File: src/rtl/dfilt_pkg.sv
package dfilt_pkg;

  localparam int unsigned CRC_W = 32;
  localparam logic [CRC_W-1:0] CRC_POLY = 32'h04C1_1DB7;
  localparam logic [CRC_W-1:0] CRC_SEED = 32'hFFFF_FFFF;

  // Folds one byte, least significant bit first, into a left-shifting CRC.
  function automatic logic [CRC_W-1:0] crc_fold_byte(input logic [CRC_W-1:0] crc_in,
                                                      input logic [7:0] data);
    logic [CRC_W-1:0] c;
    logic             fb;
    c = crc_in;
    for (int b = 0; b < 8; b++) begin
      fb = c[CRC_W-1] ^ data[b];
      c  = {c[CRC_W-2:0], 1'b0};
      if (fb) c = c ^ CRC_POLY;
    end
    return c;
  endfunction

endpackage

File: src/rtl/dfilt_seq.sv
module dfilt_seq #(
  parameter int ADDR_BYTES = 6
) (
  input  logic clk,
  input  logic rst_n,
  input  logic byte_valid,
  input  logic addr_start,
  output logic take_first,
  output logic take_next,
  output logic done_q
);
  localparam int CNT_W = $clog2(ADDR_BYTES + 1);

  logic [CNT_W-1:0] cnt_q, cnt_d;
  logic             active_q, active_d;
  logic             last_byte;

  always_comb begin
    take_first = byte_valid & addr_start;
    take_next  = byte_valid & ~addr_start & active_q;
    last_byte  = (take_first && (ADDR_BYTES == 1)) ||
                 (take_next && (cnt_q == CNT_W'(ADDR_BYTES - 1)));
    cnt_d    = cnt_q;
    active_d = active_q;
    if (take_first) begin
      cnt_d    = CNT_W'(1);
      active_d = ~last_byte;
    end else if (take_next) begin
      cnt_d    = cnt_q + CNT_W'(1);
      active_d = ~last_byte;
    end
  end

  always_ff @(posedge clk or negedge rst_n) begin
    if (!rst_n) begin
      cnt_q    <= '0;
      active_q <= 1'b0;
      done_q   <= 1'b0;
    end else begin
      done_q <= last_byte;
      if (take_first | take_next) begin
        cnt_q    <= cnt_d;
        active_q <= active_d;
      end
    end
  end
endmodule

File: src/rtl/dfilt_crc.sv
module dfilt_crc
  import dfilt_pkg::*;
(
  input  logic             clk,
  input  logic             rst_n,
  input  logic             take_first,
  input  logic             take_next,
  input  logic [7:0]       byte_data,
  output logic [CRC_W-1:0] crc_q
);
  logic [CRC_W-1:0] crc_d;
  logic             crc_en;

  always_comb begin
    crc_en = take_first | take_next;
    crc_d  = crc_fold_byte(take_first ? CRC_SEED : crc_q, byte_data);
  end

  always_ff @(posedge clk or negedge rst_n) begin
    if (!rst_n)      crc_q <= '0;
    else if (crc_en) crc_q <= crc_d;
  end
endmodule

File: src/rtl/dfilt_addr.sv
module dfilt_addr #(
  parameter int ADDR_BYTES = 6,
  localparam int AW = ADDR_BYTES * 8
) (
  input  logic          clk,
  input  logic          rst_n,
  input  logic          take_first,
  input  logic          take_next,
  input  logic [7:0]    byte_data,
  output logic [AW-1:0] addr_q
);
  logic [AW-1:0] addr_d;
  logic          addr_en;

  generate
    if (ADDR_BYTES > 1) begin : g_shift
      always_comb addr_d = {addr_q[AW-9:0], byte_data};
    end else begin : g_single
      always_comb addr_d = byte_data;
    end
  endgenerate

  always_comb addr_en = take_first | take_next;

  always_ff @(posedge clk or negedge rst_n) begin
    if (!rst_n)       addr_q <= '0;
    else if (addr_en) addr_q <= addr_d;
  end
endmodule

File: src/rtl/dfilt_decide.sv
module dfilt_decide #(
  parameter int ADDR_BYTES = 6,
  parameter int HASH_IDX_W = 6,
  localparam int AW     = ADDR_BYTES * 8,
  localparam int WORD_W = 1 << (HASH_IDX_W - 1)
) (
  input  logic                  done,
  input  logic [AW-1:0]         addr,
  input  logic [HASH_IDX_W-1:0] hash_idx,
  input  logic [AW-1:0]         station,
  input  logic [WORD_W-1:0]     hash_w0,
  input  logic [WORD_W-1:0]     hash_w1,
  input  logic                  uc_match_en,
  input  logic                  da_filt_en,
  input  logic                  mc_en,
  input  logic                  hash_en,
  input  logic                  bc_en,
  input  logic                  promisc,
  output logic                  accept
);
  logic [HASH_IDX_W-2:0] bit_sel;
  logic                  hash_hit, is_bc, is_mc, verdict;

  always_comb begin
    bit_sel  = hash_idx[HASH_IDX_W-2:0];
    hash_hit = hash_idx[HASH_IDX_W-1] ? hash_w1[bit_sel] : hash_w0[bit_sel];
    is_bc    = &addr;
    is_mc    = addr[AW-8];
    if (promisc)          verdict = 1'b1;
    else if (!da_filt_en) verdict = 1'b1;
    else if (is_bc)       verdict = bc_en;
    else if (is_mc)       verdict = mc_en & (~hash_en | hash_hit);
    else                  verdict = ~uc_match_en | (addr == station);
    accept = done & verdict;
  end
endmodule

File: src/rtl/mac_dest_filter.sv
module mac_dest_filter #(
  parameter int ADDR_BYTES = 6,
  parameter int HASH_IDX_W = 6,
  localparam int AW     = ADDR_BYTES * 8,
  localparam int HALF_W = AW / 2,
  localparam int WORD_W = 1 << (HASH_IDX_W - 1)
) (
  input  logic              clk,
  input  logic              rst_n,
  input  logic              byte_valid,
  input  logic              addr_start,
  input  logic [7:0]        byte_data,
  input  logic [HALF_W-1:0] sta_hi,
  input  logic [HALF_W-1:0] sta_lo,
  input  logic [WORD_W-1:0] hash_w0,
  input  logic [WORD_W-1:0] hash_w1,
  input  logic              uc_match_en,
  input  logic              da_filt_en,
  input  logic              mc_en,
  input  logic              hash_en,
  input  logic              bc_en,
  input  logic              promisc,
  output logic              dec_valid,
  output logic              dec_accept
);
  import dfilt_pkg::*;

  logic                  take_first, take_next, done_q;
  logic [CRC_W-1:0]      crc_q;
  logic [AW-1:0]         addr_q;
  logic [HASH_IDX_W-1:0] hash_idx;

  dfilt_seq #(.ADDR_BYTES(ADDR_BYTES)) u_seq (
    .clk(clk), .rst_n(rst_n), .byte_valid(byte_valid), .addr_start(addr_start),
    .take_first(take_first), .take_next(take_next), .done_q(done_q));

  dfilt_crc u_crc (
    .clk(clk), .rst_n(rst_n), .take_first(take_first), .take_next(take_next),
    .byte_data(byte_data), .crc_q(crc_q));

  dfilt_addr #(.ADDR_BYTES(ADDR_BYTES)) u_addr (
    .clk(clk), .rst_n(rst_n), .take_first(take_first), .take_next(take_next),
    .byte_data(byte_data), .addr_q(addr_q));

  assign hash_idx = crc_q[CRC_W-1 -: HASH_IDX_W];

  dfilt_decide #(.ADDR_BYTES(ADDR_BYTES), .HASH_IDX_W(HASH_IDX_W)) u_decide (
    .done(done_q), .addr(addr_q), .hash_idx(hash_idx), .station({sta_hi, sta_lo}),
    .hash_w0(hash_w0), .hash_w1(hash_w1), .uc_match_en(uc_match_en),
    .da_filt_en(da_filt_en), .mc_en(mc_en), .hash_en(hash_en), .bc_en(bc_en),
    .promisc(promisc), .accept(dec_accept));

  assign dec_valid = done_q;
endmodule

File: config.mk
export PLATFORM = sky130hd
export DESIGN_NAME = mac_dest_filter
export DESIGN_NICKNAME = d
export VERILOG_FILES = /design/src/rtl/dfilt_pkg.sv /design/src/rtl/dfilt_seq.sv /design/src/rtl/dfilt_crc.sv /design/src/rtl/dfilt_addr.sv /design/src/rtl/dfilt_decide.sv /design/src/rtl/mac_dest_filter.sv
export SDC_FILE = /design/constraint.sdc
export NUM_CORES = 1
export LEC_CHECK = 0
export BUFFER_PORTS_ARGS = -buffer_cell sky130_fd_sc_hd__buf_2
export CAP_MARGIN = 20
export CORE_MARGIN = 10
export CORE_UTILIZATION = 50
export DETAILED_ROUTE_END_ITERATION = 8
export MAX_ROUTING_LAYER = met4
export PLACE_DENSITY_LB_ADDON = 0.3
export RECOVER_POWER = 50
export SLEW_MARGIN = 20
export SYNTH_ARGS = -nofsm -noshare
export SYNTH_HDL_FRONTEND = slang
export SYNTH_HIERARCHICAL = 1
export SYNTH_SLANG_ARGS = --single-unit
File: constraint.sdc
create_clock -name clk -period 2.45 [get_ports clk]
set_clock_uncertainty 0.05 [all_clocks]
set_input_delay 0.3675 -clock clk [delete_from_list [all_inputs] [get_ports clk]]
set_output_delay 0.3675 -clock clk [all_outputs]
set_load 0.01 [all_outputs]
==> results.txt, run 1 <==
Diodes inserted: 0
non-filler cells, final: 866
GRT Util Overall: 21.0%
crit path DAT: 2.39 ns
DRC: 0
area delta synth->final: 26.7%
maximum vdd drop: 0.794 mV
Setup CP Type: register to primary output
I/O pin count: 132
Slew @ Worst Pin: 1.08 ns
crit start category: register
Seq/Total Area, Yosys: 36.7%
period utilisation layout: 115%
Critical Path Most Common Cell: nor4_2
total number of vias: 4972
CP Buf/Inv Count: 2
most frequent cells in the layout: buf_2 (130), dfrtp_1 (82), xnor2_1 (75), buf_4 (52), nor2_1 (42)
clock buffer depth: 2
total of max-cap violations: 0
largest family of logic cells by synthesized area: multiplexers
Worst Path Max Fanout: 4
largest cells by area after synthesis: dfrtp_1 (37%), xnor2_1 (11%), mux2_2 (5.8%)
GRT overflow: 0
multi-input logic area: 3510 um2
FF+latch count, synth: 85
detailed placer's ending HPWL: 13300 um
async set-reset flop share out of synthesis: 100%
# clock sinks: 85
violated checks: setup timing
slowest stage delay, CP: 0.51 ns
core area: 11400 um2
Routed wire per std cell: 19.9 um
PD cells: 1270 nW/um2
number of synthesized flops with an enable pin: 0
routed vias/inst: 5.74
Synth top area share: 36.7%
RSZ-0062 raised after global routing: true
Setup Viol. Count Final: 1
WL final: 17200 um
Clk Latency, worst-skew pair: 0.35 ns
cell chain of the critical path: buf_6 -> mux4_2 -> mux2i_2 -> nor4_2 -> nor4_2 -> a221oi_1 -> o211a_1 -> buf_2
synthesized cell area: 5800 um2
max_slew headroom: 28.1%
clk slew on worst S/H paths: 0.07 ns
mux contribution to synthesized area: 17.8%
min Tclk post-route: 2.81 ns
CP max-delay cell: mux4_2
fin nets: 850
CTS H-tree depth: 3
CTS Buf Count: 9
Reg area: 2130 um2
die span in y: 128 um
port buffer count: 131
Yosys warnings: 6
largest net degree at the start of global routing: 79
vias in the first global route: 5232
post-synthesis xor/xnor area fraction: 16.8%
crit end category: primary output
die width: 128 um
Rows: 39
Post-Syn Area per Cell: 10.7 um2
Yosys cell types: 60
setup TNS: -0.362 ns
compound-gate portion of the synthesized area: 11.3%
post-route ant nets: 0
CP Data Required Time: 2.03 ns
Synth Flop Type: dfrtp_1
most area-hungry cell type in the Yosys netlist: dfrtp_1
synthesized instance count: 544
initial antenna violation count: 0
CTS tree: built
Hold Path Class: input pin to register
first-pass GRT wire length: 26800 um
die area: 16300 um2
initial core utilization: 51.0%
Initial DRT Pass Iterations: 4
share of layout cells above drive strength 1: 41.8%
status: finished with violations
placed cells: 843
final setup margin: -0.362 ns
Synth Area in Adders: 0.431%
Layout fillers: 924
Top delay family on crit path: multiplexers
fin. max-slew vios: 0
initial DRC count: 358
Final Hold Viols: 0
GPL Wtd Cong: 0.909
LEAKAGE: 3.23 nW
f_max: 356 MHz
Synthesized Nets: 676
simple-gate share of the synthesized area: 12.9%
root buffer cell: clkbuf_16
most common cell after layout, fill and taps aside: buf_2
[flip-flops by register name (all words and copies together), names as in the netlist]
signal	cells
u_addr/addr_q	48
u_crc/crc_q	32
u_seq/cnt_q	3
u_seq/active_q	1
u_seq/done_q	1
[stage by stage]
stage	setup WS [ns]	utilization (%)	power, mW	instance area (um2)	hold WS (ns)
global placement	-0.0862	60.8	7.50	6910	0.147
CTS	-0.340	63.9	9.18	7260	0.271
global route	-0.448	64.7	9.93	7350	0.289
floorplan	0.107	-	6.17	5800	0.0219
finish	-0.362	64.7	9.35	7350	0.278
detailed placement	-0.181	60.8	7.71	6910	0.149
[worst register-to-register path, stage by stage, from the launching register on]
cell      delay [ns]
dfrtp_2         0.42
buf_6           0.14
buf_12          0.14
buf_8           0.13
nor3_4          0.21
buf_6           0.13
o211ai_1        0.16
o211a_1         0.18
or4_4           0.51
and3_4          0.19
nor3_2          0.10
[cells in the mapped netlist, types with 12 or more instances]
cell type  number
a21oi_1        27
dfrtp_1        85
inv_1          12
mux2_2         30
mux2_4         20
nand2_1        23
nand4_1        27
nor2_1         44
o21ai_0        20
xnor2_1        75
xor2_1         22
[layer usage]
layer  up-vias  wire [um]  GRT usage, %
met2       175       8360          33.5
met5         -          0             -
li1       2317          -             -
met1      2458       7360          26.0
met4         0        295          6.89
met3        22       1190          4.71
[power breakdown]
| group | internal (mW) | switching, mW | total [mW] |
|---|---|---|---|
| clock network | 0.721 | 0.586 | 1.31 |
| logic | 2.92 | 2.28 | 5.20 |
| registers | 2.06 | 0.783 | 2.84 |
| total | 5.70 | 3.65 | 9.35 |
[kinds of logic after synthesis]
group / Yosys count
buf+inv: 42
mux: 69
flops: 85
fa+ha+maj: 2
simple gates: 144
xor+xnor: 103
compound gates: 99
[cell type report]
class | count | area share (%)
Tap cell | 143 | 2.43
Inverter | 12 | 0.613
Clock inverter | 6 | 0.647
Sequential cell | 85 | 29.0
Timing Repair Buffer | 193 | 16.3
Clock buffer | 10 | 3.25
Multi-Input combinational cell | 417 | 47.7
[what timing repair did]
action / CTS / global route
pin swaps: 7 / 6
buffers inserted: 4 / 2
endpoints found under the setup margin: 1 / 6
hold buffers: 1 / 0
endpoints found under the hold margin: 7 / 0
gates resized for setup: 15 / 17
[path summary, 6_finish.rpt]
path                       cells past startpoint                            end  slack [ns]                         from
max                                            8                     dec_accept       -0.36  u_crc/crc_q[26]$_DFFE_PN0P_
min                                            3    u_crc/crc_q[22]$_DFFE_PN0P_        0.28                 byte_data[7]
max reg2reg                                   10    u_crc/crc_q[12]$_DFFE_PN0P_        0.02  u_crc/crc_q[26]$_DFFE_PN0P_
min reg2reg                                    2    u_crc/crc_q[20]$_DFFE_PN0P_        0.44  u_crc/crc_q[20]$_DFFE_PN0P_
max in group asynchronous                      3    u_crc/crc_q[26]$_DFFE_PN0P_        0.42                        rst_n
min in group asynchronous                      2  u_addr/addr_q[36]$_DFFE_PN0P_        0.41                        rst_n
(Power assumes the default switching activity.)
==> run 2: changes to the inputs <==
BUFFER_PORTS_ARGS = -buffer_cell sky130_fd_sc_hd__clkbuf_2   (was -buffer_cell sky130_fd_sc_hd__buf_2)
TNS_END_PERCENT = 30   (was default)
==> run 2 against run 1 <==
  * The run still ends with setup timing left
  * Critical path depth is 1 higher
  * First-iteration DRC count is 18% higher
  * Global-route usage is 0.36 points lower
  * Register-to-register slack worse by 0.02 ns
  * Die area stayed put
  * Routed wire length is 1.4% lower
  * Sequential share of layout area is 0.13 points higher
  * Critical endpoint unchanged
==> results.txt, run 2 (same netlist as run 1, synthesis figures left out) <==
CTS tree: built
GRT overflow: 0
detailed placer's ending HPWL: 13200 um
Diodes inserted: 0
port buffer count: 131
status: finished with violations
die span in y: 128 um
root buffer cell: clkbuf_16
HP Start: addr_start
initial antenna violation count: 0
Clk Latency, worst-skew pair: 0.35 ns
fin. max-slew vios: 0
clk slew on worst S/H paths: 0.07 ns
die area: 16300 um2
# clock sinks: 85
register with the most flip-flops: u_addr/addr_q
final setup margin: -0.414 ns
Worst Reg-to-Reg Cells: 10
crit start category: register
max reg flops: 48
Initial DRT Pass Iterations: 4
post-route ant nets: 0
most common cell after layout, fill and taps aside: clkbuf_2
Comb power frac: 54.6%
CTS H-tree depth: 3
initial DRC count: 424
Sw Share: 39.0%
f_max: 349 MHz
Hold Path Class: input pin to register
GPL Wtd Cong: 0.926
Final Hold Viols: 0
initial core utilization: 51.0%
WL final: 17000 um
Hold Path End: u_seq/cnt_q[2]$_DFFE_PN0P_
hold depth: 3
Slew @ Worst Pin: 1.07 ns
final hold slack: 0.267 ns
CTS Buf Count: 9
total of max-cap violations: 0
Worst Path Max Fanout: 4
I/O pin count: 132
period utilisation layout: 117%
part of the power in registers: 30.5%
max_slew headroom: 28.5%
Largest regs: u_addr/addr_q (48), u_crc/crc_q (32), u_seq/cnt_q (3)
clock buffer depth: 2
maximum vdd drop: 0.668 mV
LEAKAGE: 3.26 nW
area delta synth->final: 26.2%
Setup CP Type: register to primary output
DRC: 0
violated checks: setup timing
most frequent cells in the layout: clkbuf_2 (130), dfrtp_1 (81), xnor2_1 (75), buf_4 (48), nor2_1 (41)
CP Data Required Time: 2.03 ns
Internal: 5.70 mW
die width: 128 um
crit end category: primary output
routed vias/inst: 5.69
largest net degree at the start of global routing: 49
reg2reg end: u_crc/crc_q[12]$_DFFE_PN0P_
Rows: 39
crit path DAT: 2.45 ns
GRT Util Overall: 20.7%
total number of vias: 4907
RSZ-0062 raised after global routing: true
vias in the first global route: 5053
Worst R2R Start: u_crc/crc_q[26]$_DFFE_PN0P_
Clk network pwr share: 14.9%
first-pass GRT wire length: 26300 um
PD cells: 1280 nW/um2
final total power: 9.35 mW
core area: 11400 um2
share of layout cells above drive strength 1: 41.0%
fin nets: 847
switching power: 3.65 mW
Setup Viol. Count Final: 2
flop-to-flop setup slack: 0 ns
min Tclk post-route: 2.86 ns
Routed wire per std cell: 19.7 um
[run 2: cell count changes in the layout (fill, tap and decap cells not counted), sizes merged]
cell | before | now
bufinv | 0 | 1
buf | 190 | 58
clkbuf | 12 | 141
inv | 13 | 15
clkinv | 2 | 1
clkinvlp | 3 | 1
[run 2: per-layer routing]
metal / global-route usage, % / wire length (um)
met3: 4.96 / 1120
met4: 5.76 / 242
met1: 25.6 / 7310
met2: 33.1 / 8290
met5: - / 0
[run 2: timing repair]
action                     4_1_cts  5_1_grt
setup buffers                    0        7
hold endpoints to repair        42        0
setup endpoints to repair        2        7
resized for setup                3       30
pin swaps                        0       13
hold buffers                     1        0
[run 2: metrics by stage]
step	TNS [ns]	util (%)	instance area [um2]	instances	setup slack (ns)
after floorplan	0	-	5800	544	0.107
after global placement	-0.232	60.5	6880	839	-0.101
after detailed placement	-0.518	60.5	6880	839	-0.167
after CTS	-0.398	63.3	7200	856	-0.398
after global routing	-0.594	64.4	7320	863	-0.532
final	-0.414	64.4	7320	863	-0.414
[run 2: power by group through the flow]
| stage | Sequential, mW | Clock, mW | Combinational (mW) |
|---|---|---|---|
| floorplan | 2.59 | 0 | 3.58 |
| global placement | 2.82 | 0 | 4.61 |
| detailed placement | 2.86 | 0 | 4.75 |
| CTS | 2.85 | 1.42 | 4.81 |
| global route | 2.96 | 1.48 | 5.51 |
| finish | 2.85 | 1.39 | 5.11 |
[run 2: area by class of cell]
cell class / instances / area, um2
clock buffers: 10 / 229
repair buffers: 190 / 1180
well taps: 143 / 179
fillers: 927 / 4050
clock inverters: 6 / 68.8
multi-input cells: 417 / 3490
inverters: 12 / 45.0
flip-flops and latches: 85 / 2130
[run 2: worst max-delay path by stage]
stage          cells past startpoint                   startpoint  slack [ns]                           to
2_1_floorplan                      8                   addr_start        0.11  u_crc/crc_q[11]$_DFFE_PN0P_
3_3_place_gp                       8  u_crc/crc_q[26]$_DFFE_PN0P_       -0.10                   dec_accept
3_5_place_dp                       8  u_crc/crc_q[26]$_DFFE_PN0P_       -0.17                   dec_accept
4_1_cts                            8  u_crc/crc_q[26]$_DFFE_PN0P_       -0.40                   dec_accept
5_1_grt                            9  u_crc/crc_q[26]$_DFFE_PN0P_       -0.53                   dec_accept
6_report                           9  u_crc/crc_q[26]$_DFFE_PN0P_       -0.41                   dec_accept
[run 2: critical path, cell delays in order (launching register included)]
cell and delay (ns):
dfrtp_2 0.44, buf_6 0.14, buf_6 0.11, mux4_2 0.50, nand3_2 0.10, o2111ai_2 0.14
o2111ai_2 0.23, a221oi_2 0.09, o211a_1 0.24, buf_6 0.12
==> run 3: changes to the inputs <==
CORE_UTILIZATION = 35   (was 50)
==> run 3 against run 2 <==
  * The run still ends with setup timing left
  * Clock power barely moved
  * Largest power group unchanged
  * Sequential cell count is the same
  * Critical path depth down 1
  * Count of clock-buffer cells in the layout unchanged
  * Die area grew 36%
  * Setup slack got worse by 0.028 ns
  * Total power increased by 0.23%
  * First-iteration DRC count fell by 38%
  * Final cell count up 9.5%
  * Highest routed layer unchanged
  * Fmax down 0.98%
  * Largest cell class unchanged
==> results.txt, run 3 (same netlist as run 1, synthesis figures left out) <==
status: finished with violations
violated checks: setup timing
LEAKAGE: 3.28 nW
cell area after layout: 7400 um2
Worst Reg-to-Reg Cells: 7
flop-to-flop setup slack: 0.13 ns
die width: 149 um
Worst R2R Start: u_crc/crc_q[27]$_DFFE_PN0P_
hold depth: 3
Post-Place Cell Area: 7060 um2
fin util: 45.1%
CTS Buf Count: 9
Layout fillers: 1551
Rows: 47
Hold Path Class: input pin to register
reg2reg end: u_crc/crc_q[8]$_DFFE_PN0P_
post-route ant nets: 0
CTS H-tree depth: 3
GPL Wtd Cong: 0.885
period utilisation layout: 118%
first-pass GRT wire length: 27900 um
Setup Viol. Count Final: 1
initial antenna violation count: 0
RSZ-0062 raised after global routing: true
Top delay family on crit path: multiplexers
crit start category: register
DRC: 0
Largest regs: u_addr/addr_q (48), u_crc/crc_q (32), u_seq/cnt_q (3)
Reg area: 2130 um2
Setup CP Type: register to primary output
register with the most flip-flops: u_addr/addr_q
CTS tree: built
most common cell after layout, fill and taps aside: clkbuf_2
total of max-cap violations: 0
Initial DRT Pass Iterations: 4
initial core utilization: 35.4%
area delta synth->final: 27.6%
vias in the first global route: 5178
cell chain of the critical path: clkbuf_16 -> mux4_2 -> mux2i_2 -> nand3b_1 -> o2111ai_2 -> a221oi_2 -> o211a_1 -> buf_6
Critical Path End: dec_accept
max_slew headroom: 32.1%
Diodes inserted: 0
CP Data Required Time: 2.03 ns
final setup margin: -0.442 ns
fin. max-slew vios: 0
CP Buf/Inv Count: 2
GRT Util Overall: 16.3%
maximum vdd drop: 0.488 mV
fin nets: 852
instance count on the critical path: 8
die span in y: 149 um
initial DRC count: 262
setup TNS: -0.442 ns
die area: 22100 um2
WL final: 17600 um
crit end category: primary output
port buffer count: 131
core area: 16400 um2
largest net degree at the start of global routing: 49
clock buffer depth: 2
slowest stage delay, CP: 0.52 ns
Routed wire per std cell: 18.6 um
f_max: 346 MHz
most frequent cells in the layout: clkbuf_2 (130), dfrtp_1 (84), xnor2_1 (75), buf_4 (57), nor2_1 (43)
I/O pin count: 132
Slew @ Worst Pin: 1.02 ns
worst setup path start: u_crc/crc_q[26]$_DFFE_PN0P_
PD cells: 1270 nW/um2
# clock sinks: 85
detailed placer's ending HPWL: 14100 um
Final Hold Viols: 0
GRT overflow: 0
routed vias/inst: 5.14
crit path DAT: 2.47 ns
clk slew on worst S/H paths: 0.06 ns
CP max-delay cell: dfrtp_2
min Tclk post-route: 2.89 ns
share of layout cells above drive strength 1: 39.7%
multi-input logic area: 3460 um2
root buffer cell: clkbuf_16
total number of vias: 4859
Clk Latency, worst-skew pair: 0.35 ns
max reg flops: 48
Worst Path Max Fanout: 8
run 3: worst min-delay path by stage:
stage                               endpoint  slack, ns  startpoint
5_1_grt           u_seq/cnt_q[2]$_DFFE_PN0P_       0.29  addr_start
3_3_place_gp      u_seq/cnt_q[1]$_DFFE_PN0P_       0.34       rst_n
6_report          u_seq/cnt_q[2]$_DFFE_PN0P_       0.27  addr_start
4_1_cts           u_seq/cnt_q[2]$_DFFE_PN0P_       0.26  addr_start
2_1_floorplan   u_addr/addr_q[0]$_DFFE_PN0P_       0.02       rst_n
3_5_place_dp   u_addr/addr_q[24]$_DFFE_PN0P_       0.35       rst_n
run 3: report_power, final:
part | total, mW | switching [mW] | internal (mW)
clock | 1.40 | 0.594 | 0.801
sequential | 2.80 | 0.736 | 2.06
combinational | 5.18 | 2.28 | 2.89
run 3: worst reg2reg max path: stages, from the launching register on:
cell       delay, ns
dfrtp_1         0.41
buf_4           0.16
or3_4           0.37
a211o_1         0.32
a211o_1         0.30
and4_1          0.23
o32ai_1         0.27
a2bb2oi_1       0.10
run 3: stage by stage:
stage	worst slack [ns]	hold WS, ns	total power [mW]	cells
6_report	-0.442	0.270	9.37	945
5_1_grt	-0.535	0.288	10.0	945
4_1_cts	-0.449	0.263	9.32	944
3_5_place_dp	-0.209	0.355	7.84	926
3_3_place_gp	-0.151	0.342	7.71	926
2_1_floorplan	0.107	0.0219	6.17	544
run 3: final cells by class:
type	instances	share of cell area, %
inverters	12	0.608
clock inverters	6	0.963
clock buffers	10	3.09
repair buffers	195	16.1
flip-flops and latches	85	28.7
multi-input cells	417	46.8
well taps	220	3.72
run 3: metal layers:
layer | up-vias | wire, um | GRT usage [%]
met5 | - | 0 | -
met4 | 0 | 221 | 4.02
li1 | 2333 | - | -
met3 | 16 | 828 | 3.82
met1 | 2391 | 7940 | 20.0
met2 | 119 | 8630 | 26.5
run 3: timing repair:
action	4_1_cts	5_1_grt
setup buffers	1	0
gates cloned	0	1
resized for setup	3	9
endpoints found under the hold margin	37	0
setup endpoints to repair	1	1
hold buffers	1	0
pin swaps	0	8
